`config.mk`:
```
export PLATFORM = sky130hd
export DESIGN_NAME = color_seq_top
export DESIGN_NICKNAME = d
export VERILOG_FILES = /design/src/rtl/color_seq_pkg.sv /design/src/rtl/cs_cfg_regs.sv /design/src/rtl/cs_decode.sv /design/src/rtl/cs_fsm.sv /design/src/rtl/color_seq_top.sv
export SDC_FILE = /design/constraint.sdc
export NUM_CORES = 1
export LEC_CHECK = 0
export ABC_CLOCK_PERIOD_IN_PS = 3400
export BUFFER_PORTS_ARGS = -buffer_cell sky130_fd_sc_hd__buf_2
export CAP_MARGIN = 20
export CORE_UTILIZATION = 55
export CTS_BUF_LIST = sky130_fd_sc_hd__clkbuf_8
export DETAILED_ROUTE_END_ITERATION = 16
export PLACE_DENSITY = 0.81
export SLEW_MARGIN = 20
export SYNTH_ARGS = -nofsm -noshare
export SYNTH_HDL_FRONTEND = slang
export SYNTH_SLANG_ARGS = --single-unit
export TNS_END_PERCENT = 10
```
`constraint.sdc`:
```
create_clock -name clk -period 3.4 [get_ports clk]
set_input_delay 0 -clock clk [delete_from_list [all_inputs] [get_ports clk]]
set_output_delay 0 -clock clk [all_outputs]
set_load 0.02 [all_outputs]
```
`src/rtl/color_seq_pkg.sv`:
```
package color_seq_pkg;

    localparam int CFG_W     = 9;
    localparam int ORDER_BIT = 7;
    localparam int EN_HI     = 6;
    localparam int EN_LO     = 4;
    localparam int N_CH      = EN_HI - EN_LO + 1;
    localparam logic [CFG_W-1:0] CFG_DEFAULT = 9'h0F0;
    localparam logic [CFG_W-1:0] RSVD_MASK   = 9'h10F;

    typedef enum logic [1:0] {
        ST_RED   = 2'd0,
        ST_GREEN = 2'd1,
        ST_BLUE  = 2'd2
    } chan_e;

    // color at a given position of the visiting order
    function automatic chan_e slot_chan(input logic rgb, input int idx);
        chan_e c;
        unique case (idx)
            0:       c = rgb ? ST_RED  : ST_BLUE;
            1:       c = ST_GREEN;
            default: c = rgb ? ST_BLUE : ST_RED;
        endcase
        return c;
    endfunction

    // position of a color within the visiting order
    function automatic int chan_slot(input logic rgb, input chan_e c);
        int p;
        unique case (c)
            ST_RED:   p = rgb ? 0 : 2;
            ST_GREEN: p = 1;
            default:  p = rgb ? 2 : 0;
        endcase
        return p;
    endfunction

    // enable vector is {red, green, blue}
    function automatic logic chan_on(input logic [N_CH-1:0] en, input chan_e c);
        logic r;
        unique case (c)
            ST_RED:   r = en[2];
            ST_GREEN: r = en[1];
            default:  r = en[0];
        endcase
        return r;
    endfunction

endpackage

```
`src/rtl/cs_cfg_regs.sv`:
```
module cs_cfg_regs
    import color_seq_pkg::*;
#(
    parameter int W = CFG_W
) (
    input  logic          clk,
    input  logic          rst_n,
    input  logic          wr,
    input  logic [W-1:0]  wdata,
    input  logic          sync,
    output logic [W-1:0]  pend_q,
    output logic          act_order,
    output logic [N_CH-1:0] act_en
);

    localparam logic [W-1:0] RESET_WORD = W'(CFG_DEFAULT);

    always_ff @(posedge clk or negedge rst_n) begin
        if (!rst_n) begin
            pend_q    <= RESET_WORD;
            act_order <= RESET_WORD[ORDER_BIT];
            act_en    <= RESET_WORD[EN_HI:EN_LO];
        end else begin
            if (wr) begin
                pend_q <= wdata;
            end
            if (sync) begin
                act_order <= pend_q[ORDER_BIT];
                act_en    <= pend_q[EN_HI:EN_LO];
            end
        end
    end

    // a write alone never reaches the active configuration
    assert_hold_until_sync_R8: assert property (@(posedge clk) disable iff (!rst_n)
        (wr && !sync) |=> ($stable(act_order) && $stable(act_en)));

    // a sync applies the word stored before that edge
    assert_sync_applies_R8: assert property (@(posedge clk) disable iff (!rst_n)
        sync |=> (act_en == $past(pend_q[EN_HI:EN_LO]) && act_order == $past(pend_q[ORDER_BIT])));

endmodule

```
`src/rtl/cs_decode.sv`:
```
module cs_decode
    import color_seq_pkg::*;
#(
    parameter int W = CFG_W
) (
    input  logic [W-1:0]    pend_cfg,
    input  logic            act_order,
    input  logic [N_CH-1:0] act_en,
    input  chan_e           cur,
    output chan_e           first_ch,
    output logic            pend_any,
    output logic            rsvd_bad,
    output chan_e           next_ch,
    output logic [1:0]      act_count
);

    localparam logic [W-1:0] MASK = W'(RSVD_MASK);

    logic            p_order;
    logic [N_CH-1:0] p_en;

    always_comb begin
        p_order  = pend_cfg[ORDER_BIT];
        p_en     = pend_cfg[EN_HI:EN_LO];
        pend_any = |p_en;
        rsvd_bad = |(pend_cfg & MASK);

        // first enabled color of the pending order
        first_ch = slot_chan(p_order, 0);
        for (int i = N_CH - 1; i >= 0; i--) begin
            if (chan_on(p_en, slot_chan(p_order, i))) begin
                first_ch = slot_chan(p_order, i);
            end
        end

        // next enabled color after the current one, active order
        act_count = '0;
        for (int i = 0; i < N_CH; i++) begin
            act_count = act_count + 2'(act_en[i]);
        end
        next_ch = cur;
        for (int k = N_CH - 1; k >= 1; k--) begin
            if (chan_on(act_en, slot_chan(act_order, (chan_slot(act_order, cur) + k) % N_CH))) begin
                next_ch = slot_chan(act_order, (chan_slot(act_order, cur) + k) % N_CH);
            end
        end
    end

endmodule

```
`src/rtl/cs_fsm.sv`:
```
module cs_fsm
    import color_seq_pkg::*;
(
    input  logic       clk,
    input  logic       rst_n,
    input  logic       sync,
    input  logic       advance,
    input  chan_e      first_ch,
    input  logic       pend_any,
    input  chan_e      next_ch,
    input  logic [1:0] act_count,
    output chan_e      cur_q,
    output logic       valid_q,
    output logic [N_CH-1:0] onehot
);

    // state register: SYNC_LOAD, STEP, HOLD
    always_ff @(posedge clk or negedge rst_n) begin
        if (!rst_n) begin
            cur_q   <= ST_RED;
            valid_q <= 1'b1;
        end else if (sync) begin
            valid_q <= pend_any;
            if (pend_any) begin
                cur_q <= first_ch;
            end
        end else if (advance && act_count != 2'd0) begin
            cur_q <= next_ch;
        end
    end

    // output decode
    always_comb begin
        unique case (cur_q)
            ST_RED:   onehot = 3'b001;
            ST_GREEN: onehot = 3'b010;
            ST_BLUE:  onehot = 3'b100;
            default:  onehot = 3'b000;
        endcase
    end

    assert_sync_first_R6: assert property (@(posedge clk) disable iff (!rst_n)
        (sync && pend_any) |=> (cur_q == $past(first_ch)));

    assert_sync_wins_R7: assert property (@(posedge clk) disable iff (!rst_n)
        (sync && advance && pend_any) |=> (cur_q == $past(first_ch)));

    assert_single_holds_R5: assert property (@(posedge clk) disable iff (!rst_n)
        (!sync && advance && act_count == 2'd1) |=> $stable(cur_q));

    assert_pair_moves_R4: assert property (@(posedge clk) disable iff (!rst_n)
        (!sync && advance && act_count == 2'd2) |=> (cur_q != $past(cur_q)));

    assert_none_invalid_R9: assert property (@(posedge clk) disable iff (!rst_n)
        (act_count == 2'd0) |-> !valid_q);

    assert_none_frozen_R9: assert property (@(posedge clk) disable iff (!rst_n)
        (!sync && act_count == 2'd0) |=> $stable(cur_q));

endmodule

```
`src/rtl/color_seq_top.sv`:
```
module color_seq_top
    import color_seq_pkg::*;
(
    input  logic       clk,
    input  logic       rst_n,
    input  logic       cfg_wr,
    input  logic [8:0] cfg_data,
    input  logic       advance,
    input  logic       sync,
    output logic [1:0] sel_code,
    output logic [2:0] sel_onehot,
    output logic       sel_valid,
    output logic       cfg_err
);

    logic [CFG_W-1:0] pend_q;
    logic             act_order;
    logic [N_CH-1:0]  act_en;
    chan_e            first_ch;
    chan_e            next_ch;
    chan_e            cur_q;
    logic             pend_any;
    logic [1:0]       act_count;

    cs_cfg_regs #(.W(CFG_W)) u_regs (
        .clk       (clk),
        .rst_n     (rst_n),
        .wr        (cfg_wr),
        .wdata     (cfg_data),
        .sync      (sync),
        .pend_q    (pend_q),
        .act_order (act_order),
        .act_en    (act_en)
    );

    cs_decode #(.W(CFG_W)) u_dec (
        .pend_cfg  (pend_q),
        .act_order (act_order),
        .act_en    (act_en),
        .cur       (cur_q),
        .first_ch  (first_ch),
        .pend_any  (pend_any),
        .rsvd_bad  (cfg_err),
        .next_ch   (next_ch),
        .act_count (act_count)
    );

    cs_fsm u_fsm (
        .clk       (clk),
        .rst_n     (rst_n),
        .sync      (sync),
        .advance   (advance),
        .first_ch  (first_ch),
        .pend_any  (pend_any),
        .next_ch   (next_ch),
        .act_count (act_count),
        .cur_q     (cur_q),
        .valid_q   (sel_valid),
        .onehot    (sel_onehot)
    );

    assign sel_code = cur_q;

    assert_err_follows_write_R10: assert property (@(posedge clk) disable iff (!rst_n)
        (cfg_wr && (cfg_data[8] || cfg_data[3:0] != 4'd0)) |=> cfg_err);

    assert_onehot_matches_code_R2: assert property (@(posedge clk) disable iff (!rst_n)
        sel_onehot[sel_code] && $onehot(sel_onehot));

endmodule

```
[After elaboration in Yosys (flattened, before gate mapping)]
Index checks and enable logic that the tools add are counted.
Storage, ports and cells
  flip-flop bits (word level): 16
  output and inout bits: 7
  input port bits: 14
Operators by class
  divide/modulo/power cells: 4
  reduce and logical (&&, ||, !) cells: 16
  mux-type cells: 26
  add/subtract/negate cells: 6
  equality and inequality tests: 11
Operators by type and width (count)
  $eq 32x1->1 const B: 4
  $logic_not 32->1: 4
  $mod 32x3->32 const B: 4
  $add 32x2->32 const B: 2
  $add 32x3->32 const B: 2
  $mux 32: 2
  $pmux 32 s2: 1
  $mux 2: 14
  $pmux 2 s2: 4
  $eq 2x1->1 const B: 5
  $logic_not 2->1: 5
  $pmux 3 s3: 1
  $pmux 1 s2: 4
  $reduce_or 5->1: 1
  $reduce_bool 2->1: 2
  $reduce_and 3->1: 1
  $reduce_bool 3->1: 1
  $reduce_or 3->1: 1
  $add 1x1->2: 1
  $add 2x1->2: 1
  $eq 2x2->1 const B: 1
  $ne 2x1->1 const B: 1
  $logic_and 1x1->1: 1

[Logic depth before layout (Yosys ltp)]
  depth after elaboration: 17
  gate-level depth with buffers: 8
  mapped depth without buffers: 8

[Modules after synthesis]
A second synthesis with hierarchy kept.
Second synthesis, totals
  cells, all modules: 79
  area total of the unflattened synthesis: 984.7 um2
By module, submodules not included
  cs_cfg_regs: cells each 27, times used 1, area each 526.8 um2
  cs_decode: cells each 36, times used 1, area each 289.0 um2
  cs_fsm: cells each 16, times used 1, area each 168.9 um2

[Worst setup path after synthesis]
OpenSTA, ideal clock, no wires.
  kind: register to register
  start: register u_fsm.cur_q[0]
  end: register u_fsm.cur_q[1]
  arrival: 2.294 ns
  stages on the path, launching flop included: 8
  required time: 3.275 ns
  buffers on the path: 0
  setup slack: 0.981 ns
  clock period less this slack: 2.419 ns
  cell sequence: dfrtp_1 nor2_1 mux2_2 ha_1 mux2_2 a21oi_1 a31oi_2 mux2_4
Between the ends
  longest elaborated chain between the ends: 11
  elaborated cells on any way between the ends: 37
  those cells by class: add/sub: 4; div: 4; eq/ne: 7; mux: 13; reduce/logical: 9
RTL lines
  start: declaration: line cs_fsm.sv:12  | output chan_e cur_q,
  start signal: assignment: line cs_fsm.sv:25  | cur_q <= first_ch;
  start signal: assignment: line cs_fsm.sv:28  | cur_q <= next_ch;
  $eq 2x1->1 or $logic_not 2->1 (tied branches): line color_seq_pkg.sv:31  | unique case (c)
  $pmux 32 s2 (*): line color_seq_pkg.sv:31
  $add 32x2->32 or $mux 32 (tied branches): line cs_decode.sv:43  | if (chan_on(act_en, slot_chan(act_order, (chan_slot(act_order, cur) + k) % N_CH))) begin
  $mod 32x3->32 or $add 32x3->32 (tied branches): line cs_decode.sv:43, cs_decode.sv:44
  $eq 32x1->1, or another cell as far along: line color_seq_pkg.sv:20  | unique case (idx)
  $pmux 2 s2, or another cell as far along: line color_seq_pkg.sv:20
  $eq 2x1->1, or another cell as far along: line color_seq_pkg.sv:42  | unique case (c)
  $pmux 1 s2 or $mux 2 (tied branches): line color_seq_pkg.sv:42, cs_decode.sv:43
  $mux 2: line cs_decode.sv:43
  $mux 2: line cs_fsm.sv:27  | end else if (advance && act_count != 2'd0) begin
  $mux 2: line cs_fsm.sv:22  | end else if (sync) begin
Every way passes the cells marked *; elsewhere a longest branch is shown, timed or not. The select of a mux whose other input is x is not followed.
A chain may end at the register's enable or synchronous reset.

[Worst setup path in the final report]
  start: register u_regs.act_order
  end: register u_fsm.cur_q[1]
Between the ends
  longest elaborated chain between the ends: 11
  elaborated cells on any way between the ends: 39
  those cells by class: add/sub: 4; div: 4; eq/ne: 6; mux: 17; reduce/logical: 8
RTL lines
  start: declaration: line cs_cfg_regs.sv:12  | output logic act_order,
  start signal: assignment: line cs_cfg_regs.sv:21  | act_order <= RESET_WORD[ORDER_BIT];
  start signal: assignment: line cs_cfg_regs.sv:28  | act_order <= pend_q[ORDER_BIT];
  $mux 2, on equally long branches
  $pmux 32 s2: line color_seq_pkg.sv:31
  $add 32x2->32 or $mux 32 (tied branches): line cs_decode.sv:43
  $mod 32x3->32 or $add 32x3->32 (tied branches): line cs_decode.sv:43, cs_decode.sv:44
  $eq 32x1->1, or another cell as far along: line color_seq_pkg.sv:20
  $pmux 2 s2, or another cell as far along: line color_seq_pkg.sv:20
  $eq 2x1->1, or another cell as far along: line color_seq_pkg.sv:42
  $pmux 1 s2 or $mux 2 (tied branches): line color_seq_pkg.sv:42, cs_decode.sv:43
  $mux 2: line cs_decode.sv:43
  $mux 2: line cs_fsm.sv:27
  $mux 2: line cs_fsm.sv:22
Several ways; a longest one is shown, not always the timed one. The select of a mux whose other input is x is not followed.

==> impl_metrics.json <==
{
  "status": "finished clean",
  "fin_skew_ns": 0.00276,
  "synth_ff_type": "dfstp_2",
  "remaining_drc_errors": 0,
  "htreeDepth": 1,
  "fillers": 107,
  "io_buffers": 20,
  "setup_viol": 0,
  "critPathKind": "reg2reg",
  "yosys.area.top_type": "dfstp_2",
  "grt_max_degree": 17,
  "cp.required_ns": 3.53,
  "grt_pass1_wl_um": 3100,
  "whs_ns": 0.00573,
  "synth.distinct_cells": 31,
  "core_um2": 1520,
  "slew_headroom_pct": 77.6,
  "dp_hpwl_um": 1280,
  "synthesis.nets": 99,
  "yosysMostFrequentCell": "mux2_2",
  "finalSetupTns_ns": 0,
  "wl_per_cell_um": 14.4,
  "async_reset_ff_share_pct": 100,
  "post-route-min-period_ns": 2.47,
  "fmax_ghz": 0.404,
  "grt_antenna_before_repair": 0,
  "synthTopCellsByArea": "dfstp_2, dfrtp_1, mux2_2",
  "grt_pass1_vias": 740,
  "drt_pass1_iterations": 4,
  "synthCells": 82,
  "ys_seq_elements": 16,
  "maxCapViolations": 0,
  "leakage_nw": 0.503,
  "final_max_slew_viol_count": 0,
  "layout-drive-gt1-share_pct": 44.6,
  "clk-insertion-delay-late_ns": 0.24,
  "ff_latch_area_um2": 412,
  "vias": 733,
  "io_pins": 21,
  "gp_congestion": 0.845,
  "rows": 14,
  "period_share_pct": 72.8,
  "cts_tree": "done",
  "finalHoldViolCount": 0,
  "area_delta_synth_final_pct": 26.0,
  "tightest_slew_ns": 0.332,
  "synth_common_cells": "mux2_2, dfstp_2, nand2_1, dfrtp_1, o21ai_0",
  "ctsResizeCount": 0,
  "overflow": 0,
  "synth_area_um2": 910,
  "die_h_um": 42.7,
  "start_kind": "flop",
  "nNetsFinal": 130,
  "synth_seq_area_share_pct": 45.3,
  "clock_path_buffers": 2,
  "insertedDiodeCount": 0,
  "postCtsSetupBuffers": 0,
  "grt_util_all_layers_pct": 23.1,
  "worst_setup_hold_path_clk_slew_ns": 0.06,
  "vias_per_cell": 5.73,
  "wirelength_um": 1840,
  "p_total_uw": 747,
  "die_w_um": 42.7,
  "numCtsBuffers": 3,
  "critPathArrivalTime_ns": 2.60,
  "avgSynthCellArea_um2": 11.1,
  "drt_iter0_markers": 15,
  "hold_class": "in2reg",
  "cts_root_buf": "clkbuf_8",
  "multi_input_area_um2": 470,
  "crit_path_end_kind": "flop",
  "p_per_area_nw_per_um2": 651,
  "yosysWarnings": 0,
  "rsz0062_at_grt": "no",
  "drtAntennaViolNets": 0,
  "synth-edff-count": 0,
  "synth_top_area_share_pct": 26.0,
  "die_area_um2": 1820,
  "vdd_drop_max_uv": 431,
  "critPathMaxFanout": 7,
  "start_util_pct": 59.7,
  "clock-sinks": 16
}
power by group:
| part | leakage [nW] | total, mW | switching (mW) | internal [mW] |
|---|---|---|---|---|
| Clock | 0.0269 | 0.139 | 0.0592 | 0.0798 |
| Combinational | 0.298 | 0.344 | 0.179 | 0.166 |
| Sequential | 0.178 | 0.263 | 0.0343 | 0.229 |
metrics by stage:
stage / cells / util [%] / setup WS [ns] / cell area (µm²)
finish: 128 / 75.2 / 0.925 / 1150
floorplan: 82 / - / 0.981 / 910
global route: 128 / 75.2 / 0.854 / 1150
CTS: 128 / 75.2 / 0.915 / 1150
detailed placement: 116 / 67.0 / 0.915 / 1020
global placement: 116 / 67.0 / 1.02 / 1020
cell usage in the layout, fill, tap and decap left out, types with 3 or more instances in the layout:
master / count
dfstp_2: 9
mux2_2: 12
buf_2: 20
nand2_1: 9
inv_1: 6
dfrtp_1: 7
nor3_1: 3
clkbuf_8: 3
dlygate4sd3_1: 8
o21ai_0: 6
critical path, stage by stage, from the launching register on:
cell	delay, ns
dfstp_2	0.60
mux2_2	0.37
ha_1	0.35
mux2_2	0.36
a21oi_1	0.20
a31oi_2	0.16
mux2_4	0.32
per-layer routing:
layer | wire length, µm | track usage, % | vias to the layer above
met5 | 0 | 0 | -
met4 | 35 | 12.5 | 0
met3 | 72 | 3.83 | 6
met2 | 993 | 40.3 | 22
met1 | 736 | 26.5 | 352
li1 | - | - | 353
kinds of logic (layout without fill, tap and decap cells):
family                     count (synthesis)  after routing  synth area share (%)
muxes                                     15             15                  19.1
buffers and inverters                      7             37                  3.03
DFF                                       16             16                  45.3
and+or+nand+nor                           23             23                  14.0
AOI/OAI and AO/OA                         18             18                  13.6
adders and majority gates                  3              3                  4.95
what timing repair did:
item                                    in CTS  in global routing
endpoints found under the setup margin       0                  0
hold buffers                                 8                  0
endpoints found under the hold margin       23                  0
final cells by class:
cell class / count / share of cell area [%]
clock buffers: 3 / 3.60
clock inverters: 1 / 0.328
inverters: 5 / 1.64
multi-input cells: 59 / 41.0
flip-flops and latches: 16 / 35.9
well taps: 16 / 1.75
repair buffers: 28 / 15.7
worst paths after layout:
kind                             startpoint               end  slack (ns)  depth (start not counted)
max                        u_regs.act_order    u_fsm.cur_q[1]        0.93                          6
min                             cfg_data[4]  u_regs.pend_q[4]       0.006                          2
max reg2reg                u_regs.act_order    u_fsm.cur_q[1]        0.93                          6
min reg2reg                u_regs.pend_q[2]  u_regs.pend_q[2]        0.51                          1
max in group asynchronous             rst_n     u_fsm.valid_q        2.89                          2
min in group asynchronous             rst_n    u_fsm.cur_q[0]        0.21                          2
registers in the layout, indices dropped and copies added, names as in the netlist:
signal and cells:
u_regs.act_en 3, u_regs.pend_q 9, u_fsm.valid_q 1, u_fsm.cur_q 2
u_regs.act_order 1
Note: power is estimated with default switching activity, not from simulation.
